<file path="config.mk">
export PLATFORM = sky130hd
export DESIGN_NAME = cfg_xact_engine
export DESIGN_NICKNAME = d
export VERILOG_FILES = /design/src/rtl/cfg_xact_pkg.sv /design/src/rtl/cfg_cmd_decode.sv /design/src/rtl/cfg_osc_table.sv /design/src/rtl/cfg_sens_lookup.sv /design/src/rtl/cfg_xact_engine.sv
export SDC_FILE = /design/constraint.sdc
export NUM_CORES = 1
export LEC_CHECK = 0
export BUFFER_PORTS_ARGS = -buffer_cell sky130_fd_sc_hd__buf_2
export CAP_MARGIN = 5
export CORE_ASPECT_RATIO = 0.6
export CORE_MARGIN = 2
export CORE_UTILIZATION = 60
export CTS_CLUSTER_DIAMETER = 60
export DETAILED_ROUTE_END_ITERATION = 6
export GPL_ROUTABILITY_DRIVEN = 1
export GPL_TIMING_DRIVEN = 0
export PLACE_DENSITY_LB_ADDON = 0.08
export SYNTH_ARGS = -nofsm -noshare
export SYNTH_HDL_FRONTEND = slang
export SYNTH_SLANG_ARGS = --single-unit
</file>
<file path="constraint.sdc">
create_clock -name clk -period 27.8 [get_ports clk]
set_clock_uncertainty 0.15 [all_clocks]
set_input_delay 8.34 -clock clk [delete_from_list [all_inputs] [get_ports clk]]
set_output_delay 8.34 -clock clk [all_outputs]
set_load 0.03 [all_outputs]
</file>
<file path="src/rtl/cfg_xact_pkg.sv">
package cfg_xact_pkg;
  localparam int XW = 32;
  localparam int MB_OSC_NUM = 6;

  typedef enum logic [1:0] {
    SEL_DATA = 2'd0,
    SEL_CTRL = 2'd1,
    SEL_STAT = 2'd2,
    SEL_NONE = 2'd3
  } sel_e;

  localparam int B_GO  = 31;
  localparam int B_WR  = 30;
  localparam int B_CTL = 26;
  localparam int B_FN  = 20;
  localparam int B_ST  = 16;
  localparam int B_POS = 12;

  localparam logic [XW-1:0] CTRL_KEEP = 32'h7FF3_FFFF;

  localparam logic [5:0] FN_OSC  = 6'd1;
  localparam logic [5:0] FN_VOLT = 6'd2;
  localparam logic [5:0] FN_VMUX = 6'd7;
  localparam logic [5:0] FN_SHUT = 6'd8;
  localparam logic [5:0] FN_BOOT = 6'd9;
  localparam logic [5:0] FN_DISP = 6'd11;

  localparam logic [XW-1:0] MB_VIO = 32'd3300000;

  function automatic logic [XW-1:0] mb_osc_reset(int idx);
    case (idx)
      0:       return 32'd50000000;
      1:       return 32'd23750000;
      default: return 32'd24000000;
    endcase
  endfunction
endpackage

</file>
<file path="src/rtl/cfg_cmd_decode.sv">
module cfg_cmd_decode
  import cfg_xact_pkg::*;
#(
  parameter int DB_OSC_NUM  = 2,
  parameter int DB_SENS_NUM = 2,
  localparam int OSC_TOT = MB_OSC_NUM + DB_OSC_NUM,
  localparam int IDXW    = $clog2(OSC_TOT),
  localparam int SIDXW   = (DB_SENS_NUM > 1) ? $clog2(DB_SENS_NUM) : 1
) (
  input  logic [3:0]       ctl,
  input  logic [5:0]       fn,
  input  logic [1:0]       site,
  input  logic [3:0]       pos,
  input  logic [11:0]      dev,
  output logic             osc_hit,
  output logic [IDXW-1:0]  osc_idx,
  output logic             sens_hit,
  output logic [SIDXW-1:0] sens_idx,
  output logic             mb_volt,
  output logic             rd_ok,
  output logic             wr_ok,
  output logic             do_shut,
  output logic             do_boot
);
  localparam logic [11:0] MB_LIM   = 12'(MB_OSC_NUM);
  localparam logic [11:0] DB_LIM   = 12'(DB_OSC_NUM);
  localparam logic [11:0] SENS_LIM = 12'(DB_SENS_NUM);

  logic base_ok, on_mb, on_db, mb_dev0, sys_hit;

  always_comb begin
    base_ok = (ctl == 4'd0) && (pos == 4'd0) && (site[1] == 1'b0);
    on_mb   = base_ok && (site == 2'd0);
    on_db   = base_ok && (site == 2'd1);
    mb_dev0 = on_mb && (dev == 12'd0);

    osc_hit = (fn == FN_OSC) &&
              ((on_mb && (dev < MB_LIM)) || (on_db && (dev < DB_LIM)));
    osc_idx = IDXW'(dev) + (on_mb ? IDXW'(0) : IDXW'(MB_OSC_NUM));

    sens_hit = (fn == FN_VOLT) && on_db && (dev < SENS_LIM);
    sens_idx = SIDXW'(dev);
    mb_volt  = (fn == FN_VOLT) && mb_dev0;

    sys_hit = mb_dev0 && ((fn == FN_VMUX) || (fn == FN_SHUT) ||
                          (fn == FN_BOOT) || (fn == FN_DISP));
    do_shut = mb_dev0 && (fn == FN_SHUT);
    do_boot = mb_dev0 && (fn == FN_BOOT);

    rd_ok = osc_hit || sens_hit || mb_volt;
    wr_ok = osc_hit || sys_hit;
  end
endmodule

</file>
<file path="src/rtl/cfg_osc_table.sv">
module cfg_osc_table
  import cfg_xact_pkg::*;
#(
  parameter int DB_OSC_NUM = 2,
  parameter logic [DB_OSC_NUM*XW-1:0] DB_OSC_RST = {32'd33000000, 32'd40000000},
  localparam int OSC_TOT = MB_OSC_NUM + DB_OSC_NUM,
  localparam int IDXW    = $clog2(OSC_TOT)
) (
  input  logic            clk,
  input  logic            rst_n,
  input  logic            we,
  input  logic [IDXW-1:0] idx,
  input  logic [XW-1:0]   wdata,
  output logic [XW-1:0]   rdata
);
  logic [XW-1:0] ent_q [OSC_TOT];

  for (genvar i = 0; i < OSC_TOT; i++) begin : g_ent
    logic en;
    assign en = we && (idx == IDXW'(i));
    if (i < MB_OSC_NUM) begin : g_mb
      localparam logic [XW-1:0] RV = mb_osc_reset(i);
      always_ff @(posedge clk or negedge rst_n) begin
        if (!rst_n)  ent_q[i] <= RV;
        else if (en) ent_q[i] <= wdata;
      end
    end else begin : g_db
      localparam logic [XW-1:0] RV = DB_OSC_RST[(i-MB_OSC_NUM)*XW +: XW];
      always_ff @(posedge clk or negedge rst_n) begin
        if (!rst_n)  ent_q[i] <= RV;
        else if (en) ent_q[i] <= wdata;
      end
    end
  end

  always_comb begin
    rdata = '0;
    for (int i = 0; i < OSC_TOT; i++) begin
      if (idx == IDXW'(i)) rdata = ent_q[i];
    end
  end
endmodule

</file>
<file path="src/rtl/cfg_sens_lookup.sv">
module cfg_sens_lookup
  import cfg_xact_pkg::*;
#(
  parameter int DB_SENS_NUM = 2,
  parameter logic [DB_SENS_NUM*XW-1:0] DB_SENS_VAL = {32'd1000000, 32'd900000},
  localparam int SIDXW = (DB_SENS_NUM > 1) ? $clog2(DB_SENS_NUM) : 1
) (
  input  logic             mb_sel,
  input  logic [SIDXW-1:0] idx,
  output logic [XW-1:0]    value
);
  always_comb begin
    value = '0;
    for (int k = 0; k < DB_SENS_NUM; k++) begin
      if (idx == SIDXW'(k)) value = DB_SENS_VAL[k*XW +: XW];
    end
    if (mb_sel) value = MB_VIO;
  end
endmodule

</file>
<file path="src/rtl/cfg_xact_engine.sv">
module cfg_xact_engine
  import cfg_xact_pkg::*;
#(
  parameter int DB_OSC_NUM  = 2,
  parameter int DB_SENS_NUM = 2,
  parameter logic [DB_OSC_NUM*32-1:0]  DB_OSC_RST  = {32'd33000000, 32'd40000000},
  parameter logic [DB_SENS_NUM*32-1:0] DB_SENS_VAL = {32'd1000000, 32'd900000}
) (
  input  logic        clk,
  input  logic        rst_n,
  input  logic        wr_en,
  input  logic [1:0]  wr_sel,
  input  logic [31:0] wr_data,
  output logic [31:0] data_q,
  output logic [31:0] ctrl_q,
  output logic [1:0]  stat_q,
  output logic        shutdown_req,
  output logic        reboot_req
);
  localparam int OSC_TOT = MB_OSC_NUM + DB_OSC_NUM;
  localparam int IDXW    = $clog2(OSC_TOT);
  localparam int SIDXW   = (DB_SENS_NUM > 1) ? $clog2(DB_SENS_NUM) : 1;

  // reset: asserted asynchronously, released on a clock edge
  logic rst_meta, rst_ns;
  always_ff @(posedge clk or negedge rst_n) begin
    if (!rst_n) begin
      rst_meta <= 1'b0;
      rst_ns   <= 1'b0;
    end else begin
      rst_meta <= 1'b1;
      rst_ns   <= rst_meta;
    end
  end

  logic             osc_hit, sens_hit, mb_volt, rd_ok, wr_ok, do_shut, do_boot;
  logic [IDXW-1:0]  osc_idx;
  logic [SIDXW-1:0] sens_idx;
  logic [XW-1:0]    osc_rdata, sens_val;

  cfg_cmd_decode #(.DB_OSC_NUM(DB_OSC_NUM), .DB_SENS_NUM(DB_SENS_NUM)) i_dec (
    .ctl(wr_data[B_CTL +: 4]), .fn(wr_data[B_FN +: 6]), .site(wr_data[B_ST +: 2]),
    .pos(wr_data[B_POS +: 4]), .dev(wr_data[11:0]),
    .osc_hit(osc_hit), .osc_idx(osc_idx), .sens_hit(sens_hit), .sens_idx(sens_idx),
    .mb_volt(mb_volt), .rd_ok(rd_ok), .wr_ok(wr_ok), .do_shut(do_shut), .do_boot(do_boot)
  );

  // launch-phase strobes
  logic wr_data_reg, wr_ctrl_reg, wr_stat_reg, launch, is_wr, xact_ok;
  logic osc_we;
  always_comb begin
    wr_data_reg = wr_en && (wr_sel == SEL_DATA);
    wr_ctrl_reg = wr_en && (wr_sel == SEL_CTRL);
    wr_stat_reg = wr_en && (wr_sel == SEL_STAT);
    launch      = wr_ctrl_reg && wr_data[B_GO];
    is_wr       = wr_data[B_WR];
    xact_ok     = is_wr ? wr_ok : rd_ok;
    osc_we      = launch && is_wr && osc_hit;
  end

  cfg_osc_table #(.DB_OSC_NUM(DB_OSC_NUM), .DB_OSC_RST(DB_OSC_RST)) i_osc (
    .clk(clk), .rst_n(rst_ns), .we(osc_we), .idx(osc_idx), .wdata(data_q), .rdata(osc_rdata)
  );

  cfg_sens_lookup #(.DB_SENS_NUM(DB_SENS_NUM), .DB_SENS_VAL(DB_SENS_VAL)) i_sens (
    .mb_sel(mb_volt), .idx(sens_idx), .value(sens_val)
  );

  // next state
  logic [XW-1:0] data_d, ctrl_d;
  logic [1:0]    stat_d;
  logic          data_en, ctrl_en, stat_en, shut_d, boot_d;
  always_comb begin
    data_en = wr_data_reg || (launch && !is_wr && rd_ok);
    data_d  = wr_data_reg ? wr_data : (osc_hit ? osc_rdata : sens_val);
    ctrl_en = wr_ctrl_reg;
    ctrl_d  = wr_data & CTRL_KEEP;
    stat_en = launch || wr_stat_reg;
    stat_d  = launch ? {~xact_ok, 1'b1} : wr_data[1:0];
    shut_d  = launch && is_wr && do_shut;
    boot_d  = launch && is_wr && do_boot;
  end

  // registers
  always_ff @(posedge clk or negedge rst_ns) begin
    if (!rst_ns) begin
      data_q       <= '0;
      ctrl_q       <= '0;
      stat_q       <= '0;
      shutdown_req <= 1'b0;
      reboot_req   <= 1'b0;
    end else begin
      if (data_en) data_q <= data_d;
      if (ctrl_en) ctrl_q <= ctrl_d;
      if (stat_en) stat_q <= stat_d;
      shutdown_req <= shut_d;
      reboot_req   <= boot_d;
    end
  end

  AST_LAUNCH_DONE: assert property (@(posedge clk) disable iff (!rst_ns)
    (wr_en && wr_sel == SEL_CTRL && wr_data[31]) |=> stat_q[0]);
  AST_BAD_CTL_ERR: assert property (@(posedge clk) disable iff (!rst_ns)
    (wr_en && wr_sel == SEL_CTRL && wr_data[31] && wr_data[29:26] != 4'd0)
      |=> (stat_q == 2'd3));
  AST_STAT_LOAD: assert property (@(posedge clk) disable iff (!rst_ns)
    (wr_en && wr_sel == SEL_STAT) |=> (stat_q == $past(wr_data[1:0])));
  AST_DATA_HOLD: assert property (@(posedge clk) disable iff (!rst_ns)
    (wr_en && wr_sel == SEL_CTRL && !wr_data[31]) |=> $stable(data_q));
  AST_SHUT_CAUSE: assert property (@(posedge clk) disable iff (!rst_ns)
    shutdown_req |-> $past(wr_en && wr_sel == SEL_CTRL && wr_data[31:30] == 2'b11
                           && wr_data[25:20] == FN_SHUT));
  AST_REQ_EXCL: assert property (@(posedge clk) disable iff (!rst_ns)
    !(shutdown_req && reboot_req));
  AST_NONE_SEL: assert property (@(posedge clk) disable iff (!rst_ns)
    (wr_en && wr_sel == SEL_NONE) |=> ($stable(ctrl_q) && $stable(stat_q)));
endmodule

</file>
* Word level (Yosys, flattened, before mapping)
Cells that the tools add are included.
** Word-level totals
- Register bits :: 323
- Latch bits :: 0
- Bits in writable memories :: 0
- Bits in read-only memories :: 0
- Input port bits :: 37
- Output and inout port bits :: 68
- Word-level logic and storage cells :: 99
- Memories :: 0
** Operators by class
- Add/sub/neg operators :: 1
- $mul :: 0
- Divide/modulo/power cells :: 0
- $lt $le $gt $ge :: 2
- Equality and inequality tests :: 16
- Shift-type cells :: 0
- Multiplexer cells :: 15
- Bitwise operators :: 2
- Reductions and logical operators :: 48
** Operator list (number)
- 2-to-1 mux 32 bit :: 10
- logical AND 1 bit :: 32
- 2-to-1 mux 22 bit :: 1
- equality test 6 x 4 -> 1 bit (second input constant) :: 3
- 2-to-1 mux 18 bit :: 1
- equality test 3 bit (second input constant) :: 4
- logical NOT 12 bit :: 1
- less-than comparator 12 x 2 -> 1 bit (second input constant) :: 1
- less-than comparator 12 x 3 -> 1 bit (second input constant) :: 1
- logical OR 1 bit :: 9
- logical NOT 4 bit :: 2
- equality test 3 x 2 -> 1 bit (second input constant) :: 2
- equality test 6 x 1 -> 1 bit (second input constant) :: 1
- equality test 6 x 2 -> 1 bit (second input constant) :: 1
- equality test 6 x 3 -> 1 bit (second input constant) :: 1
- equality test 2 x 1 -> 1 bit (second input constant) :: 2
- logical NOT 2 bit :: 2
- adder 3 bit :: 1
- equality test 3 x 1 -> 1 bit (second input constant) :: 1
- logical NOT 3 bit :: 1
- 2-to-1 mux 3 bit :: 1
- equality test 2 bit (second input constant) :: 1
- 2-to-1 mux 2 bit :: 1
- NOT 1 bit :: 2
- other kinds (2) :: 2

* Longest topological paths before layout
- Depth after elaboration :: 17
- Gate-level depth with buffers :: 12
- Gate-level depth less buffers :: 9

* Hierarchy
A second synthesis with hierarchy kept.
** Unflattened totals
- Cells, all modules :: 1127
- Area total of the unflattened synthesis :: 15551.2 sq um
** By module, submodules not included
- cfg_osc_table :: times used 1, cells each 794, area an instance 11822.6 sq um, seq. area each 6511.2 sq um
- cfg_xact_engine :: times used 1, cells each 255, area an instance 3211.8 sq um, seq. area each 1676.6 sq um
- cfg_cmd_decode :: times used 1, cells each 44, area an instance 280.3 sq um, seq. area each 0.0 sq um
- cfg_sens_lookup :: times used 1, cells each 34, area an instance 236.5 sq um, seq. area each 0.0 sq um

* Least setup slack after synthesis
No wires, ideal clock.
- Kind :: input -> register
- From :: input port wr_data[16]
- To :: register data_q[11]
- Setup time :: 0.134 ns
- Data arrival time :: 10.900 ns
- Data required time :: 27.516 ns
- Setup slack :: 16.616 ns
- Stages on the path :: 12
- Path buffers :: 3
- Cell sequence :: clkbuf_1 > nor4_1 > nand3_1 > ha_1 > xor2_1 > nand4_1 > nand2_1 > clkbuf_1 > clkbuf_1 > mux2_2 > o211ai_1 > a21oi_1
** On the way
- Word-level cells in the longest chain between the ends :: 15
- Elaborated cells between the ends (all ways) :: 37
- Classes of those cells :: 1 x add/sub; 8 x eq/ne; 12 x mux; 16 x reduce/logical
** RTL lines
- from (decl) :: line cfg_xact_engine.sv:13 : input logic [31:0] wr_data,
- logical NOT 2 bit :: line cfg_cmd_decode.sv:33 : on_mb = base_ok && (site == 2'd0);
- logical AND 1 bit :: line cfg_cmd_decode.sv:33
- 2-to-1 mux 3 bit :: line cfg_cmd_decode.sv:39 : osc_idx = IDXW'(dev) + (on_mb ? IDXW'(0) : IDXW'(MB_OSC_NUM));
- adder 3 bit :: line cfg_cmd_decode.sv:39
- logical NOT 3 bit :: line cfg_osc_table.sv:39 : if (idx == IDXW'(i)) rdata = ent_q[i];
- 2-to-1 mux 32 bit (8 in a row) :: line cfg_osc_table.sv:39
- 2-to-1 mux 32 bit (2 in a row) :: line cfg_xact_engine.sv:75 : data_d = wr_data_reg ? wr_data : (osc_hit ? osc_rdata : sens_val);
- to (signal assigned) :: line cfg_xact_engine.sv:93 : if (data_en) data_q <= data_d;
- to (decl) :: line cfg_xact_engine.sv:14 : output logic [31:0] data_q,
Several ways; a longest one is shown, not always the timed one.
A chain may end at the register's enable or synchronous reset.

* Worst setup path in the final report
- From :: input port wr_data[16]
- To :: register data_q[8]
Same word-level chain as after synthesis.

==> out/summary.txt <==
GRT overflow - 0
DRT iter0 DRCs - 982
H-tree levels - 1
switch share - 0.278
mapped cell area - 14,700 um2
CTS max path bufs - 3
Stages on worst setup path - 12
Gate power share - 0.132
Most used DFF post-synth - dfrtp_1
fin crit period - 12,140 ps
GR Util All Layers - 0.317
top post-synthesis cells by area - dfrtp_1 (41%), mux2_2 (23%), dfstp_2 (15%)
Setup Buffers After CTS - 0
fin area - 16,700 um2
reg2reg start - rst_ns
Reg2Reg Setup Slack - 25,950 ps
synthesized area per cell - 13.8 um2
WS Path Type - primary input to register
routed wl met2 - 17.0 mm
later-pin clock latency in the skew report - 570 ps
DIE HEIGHT - 125 um
slew at the pin with the worst max-slew slack - 1210 ps
Area growth, synth to finish - 13.6%
diodes inserted - 0
area of the core - 24,100 um2
Resized Gates After CTS - 0
CP most frequent cell - clkbuf_1
Crit path largest cell delay - 770 ps
Hold Buf Count CTS - 0
max frequency - 82.4 MHz
port buffer count - 98
Worst Reg-to-Reg Cells - 3
outcome - completed
slew margin rel. - 0.184
Routed WL - 39.6 mm
crit-path leading delay family - buffers and inverters
final count of pins violating max slew - 0
total CTS buffers - 29
RSZ-0062 raised after global routing - no
Clock Root Buffer - clkbuf_16
number of synthesized flops with an enable pin - 0
largest net degree at the start of global routing - 68
met3 WL - 3.41 mm
M1 WL - 18.3 mm
Crit. End Element - register
Post-DP HPWL - 27.3 mm
Seq/Total Area, Yosys - 0.557
Switch Pwr - 292 uW
P_leak - 7.75 nW
total of max-cap violations - 0
TNS Setup - 0 ps
maximum fanout along the worst path - 10
arrival time worst endpoint - 12,430 ps
Reg area - 8190 um2
Req. time, crit path - 28,080 ps
vias in the first global route - 10,000
HP Class - register to async pin
final net count - 1,236
fill count - 1,735
Setup violations, final - 0
# rows - 44
CP bufs+invs - 5
First-pass DRT Iterations - 5
I/O pin cnt - 105
Netlist cell types - 62
worst reg2reg path endpoint - i_osc.ent_q[197]
sequential power share - 0.476
asr flop ratio synth - 1.00
Power Density - 62.7 nW/um2
clock-pin slew on the worst setup and hold paths - 70 ps
Die X - 206 um
CP Cell Sequence - buf_2 > clkbuf_1 > nor4_1 > nand3_1 > ha_1 > clkbuf_1 > buf_1 > clkbuf_1 > mux4_2 > mux2_2 > o211ai_1 > a21oi_1
YS warnings - 0
placed cell areas - 15,800 um2
TritonCTS clock tree - yes
Yosys reg bits - 323
period utilization - 0.437
first-pass GRT wire length - 61.1 mm
post-synth top area share - 0.407
Post-route DRC - 0
Yosys top cell by area - dfrtp_1
antenna violations before repair - 0
CTS sink cnt - 323
commonest cells after routing, fill and taps aside - mux2_2 (297), dfrtp_1 (238), buf_2 (122)
commonest non-fill, non-tap cell in the layout - mux2_2
Max rail drop VDD - 0.0000444 V
Top Layer Used - met4
cells after synthesis - 1,062
Clock Power Share - 0.391
crit start category - primary input
Int Pwr - 756 uW
Initial Utilization - 0.610
Critical-path top delay cell - clkbuf_1
Vias - 9,933
Final Hold Viols - 0
area of the multi-input gates - 6070 um2
Post-DRT Antenna Nets - 0
DR vias/cell - 6.44
Avg WL per Cell - 25.7 um
ratio of cells with drive above 1 in the final layout - 0.494
die area - 25,800 um2
GP Congestion - 0.884
state kept, by name, indices dropped and copies added, names as in the netlist:
name,count
ctrl_q,29
data_q,32
i_osc.ent_q,256
reboot_req,1
rst_meta,1
rst_ns,1
shutdown_req,1
stat_q,2
area by class of cell:
class | instances | area share
Clock inverter | 11 | 0.00666
Sequential cell | 323 | 0.490
Multi-Input combinational cell | 629 | 0.363
Clock buffer | 43 | 0.0508
Buffer | 96 | 0.0240
Timing Repair Buffer | 103 | 0.0376
Tap cell | 322 | 0.0241
Inverter | 16 | 0.00359
worst reg2reg max path: stages (launching register included):
cell	delay [ps]
dfrtp_4	730
buf_16	340
buf_16	330
buf_16	370
power groups by stage:
stage	sequential, mW	clock [mW]	combinational [mW]
4_1_cts	0.499	0.414	0.138
6_report	0.499	0.410	0.139
3_5_place_dp	0.507	0	0.138
3_3_place_gp	0.514	0	0.126
5_1_grt	0.501	0.433	0.148
2_1_floorplan	0.543	0	0.0493
worst max-delay path by stage:
stage	from	endpoint	slack, ps
after CTS	wr_data[16]	data_q[8]	15800
after detailed placement	wr_data[16]	data_q[8]	15230
after global placement	rst_ns	i_osc.ent_q[136]	14350
after global routing	wr_data[16]	data_q[8]	15480
final	wr_data[16]	data_q[8]	15660
after floorplan	wr_data[16]	data_q[11]	16620
through the flow:
stage / cells / hold WS [ps] / worst slack, ps / util / power (mW)
after floorplan: 1064 / 181 / 16620 / - / 0.593
after global placement: 1484 / 185 / 14350 / 0.647 / 0.640
after detailed placement: 1489 / 144 / 15230 / 0.653 / 0.645
after CTS: 1543 / 153 / 15800 / 0.693 / 1.05
after global routing: 1543 / 188 / 15480 / 0.693 / 1.08
final: 1543 / 140 / 15660 / 0.693 / 1.05
per-layer routing:
| metal | vias up | global-route usage |
|---|---|---|
| li1 | 4235 | - |
| met1 | 5209 | 0.497 |
| met2 | 417 | 0.443 |
| met3 | 72 | 0.0798 |
| met4 | 0 | 0.0815 |
| met5 | - | 0.00376 |
synthesized netlist by cell type (4+ instances only):
cell and n:
nor4_1 8, buf_2 24, nand2_1 13, clkbuf_1 48, nor3_1 19, and3_1 4, a31oi_1 6, a211oi_1 4
nand3_1 8, o21ai_0 8, dfrtp_1 239, o22a_1 10, o211ai_1 10, dfstp_2 84, a2111oi_0 14, a221o_1 14
mux4_2 32, a21oi_1 46, mux2i_1 6, nor2_1 18, nand2_2 4, buf_1 21, inv_1 16, nor2b_1 5
mux2_1 13, mux2_2 297, o22ai_1 30, nand2b_1 9
cells by family (layout without fill, tap and decap cells):
logic type               Yosys count  after routing  synth area share
multiplexers                     348            348             0.290
flip-flops                       323            323             0.557
AO/OA/AOI/OAI                    164            164            0.0767
buffers and inverters            112            269            0.0314
AND/OR/NAND/NOR                  109            109            0.0415
XOR/XNOR                           3              3           0.00179
other                              2              4          0.000511
adder cells (fa/ha/maj)            1              1          0.000851
Power figures use the tool's default switching activity.
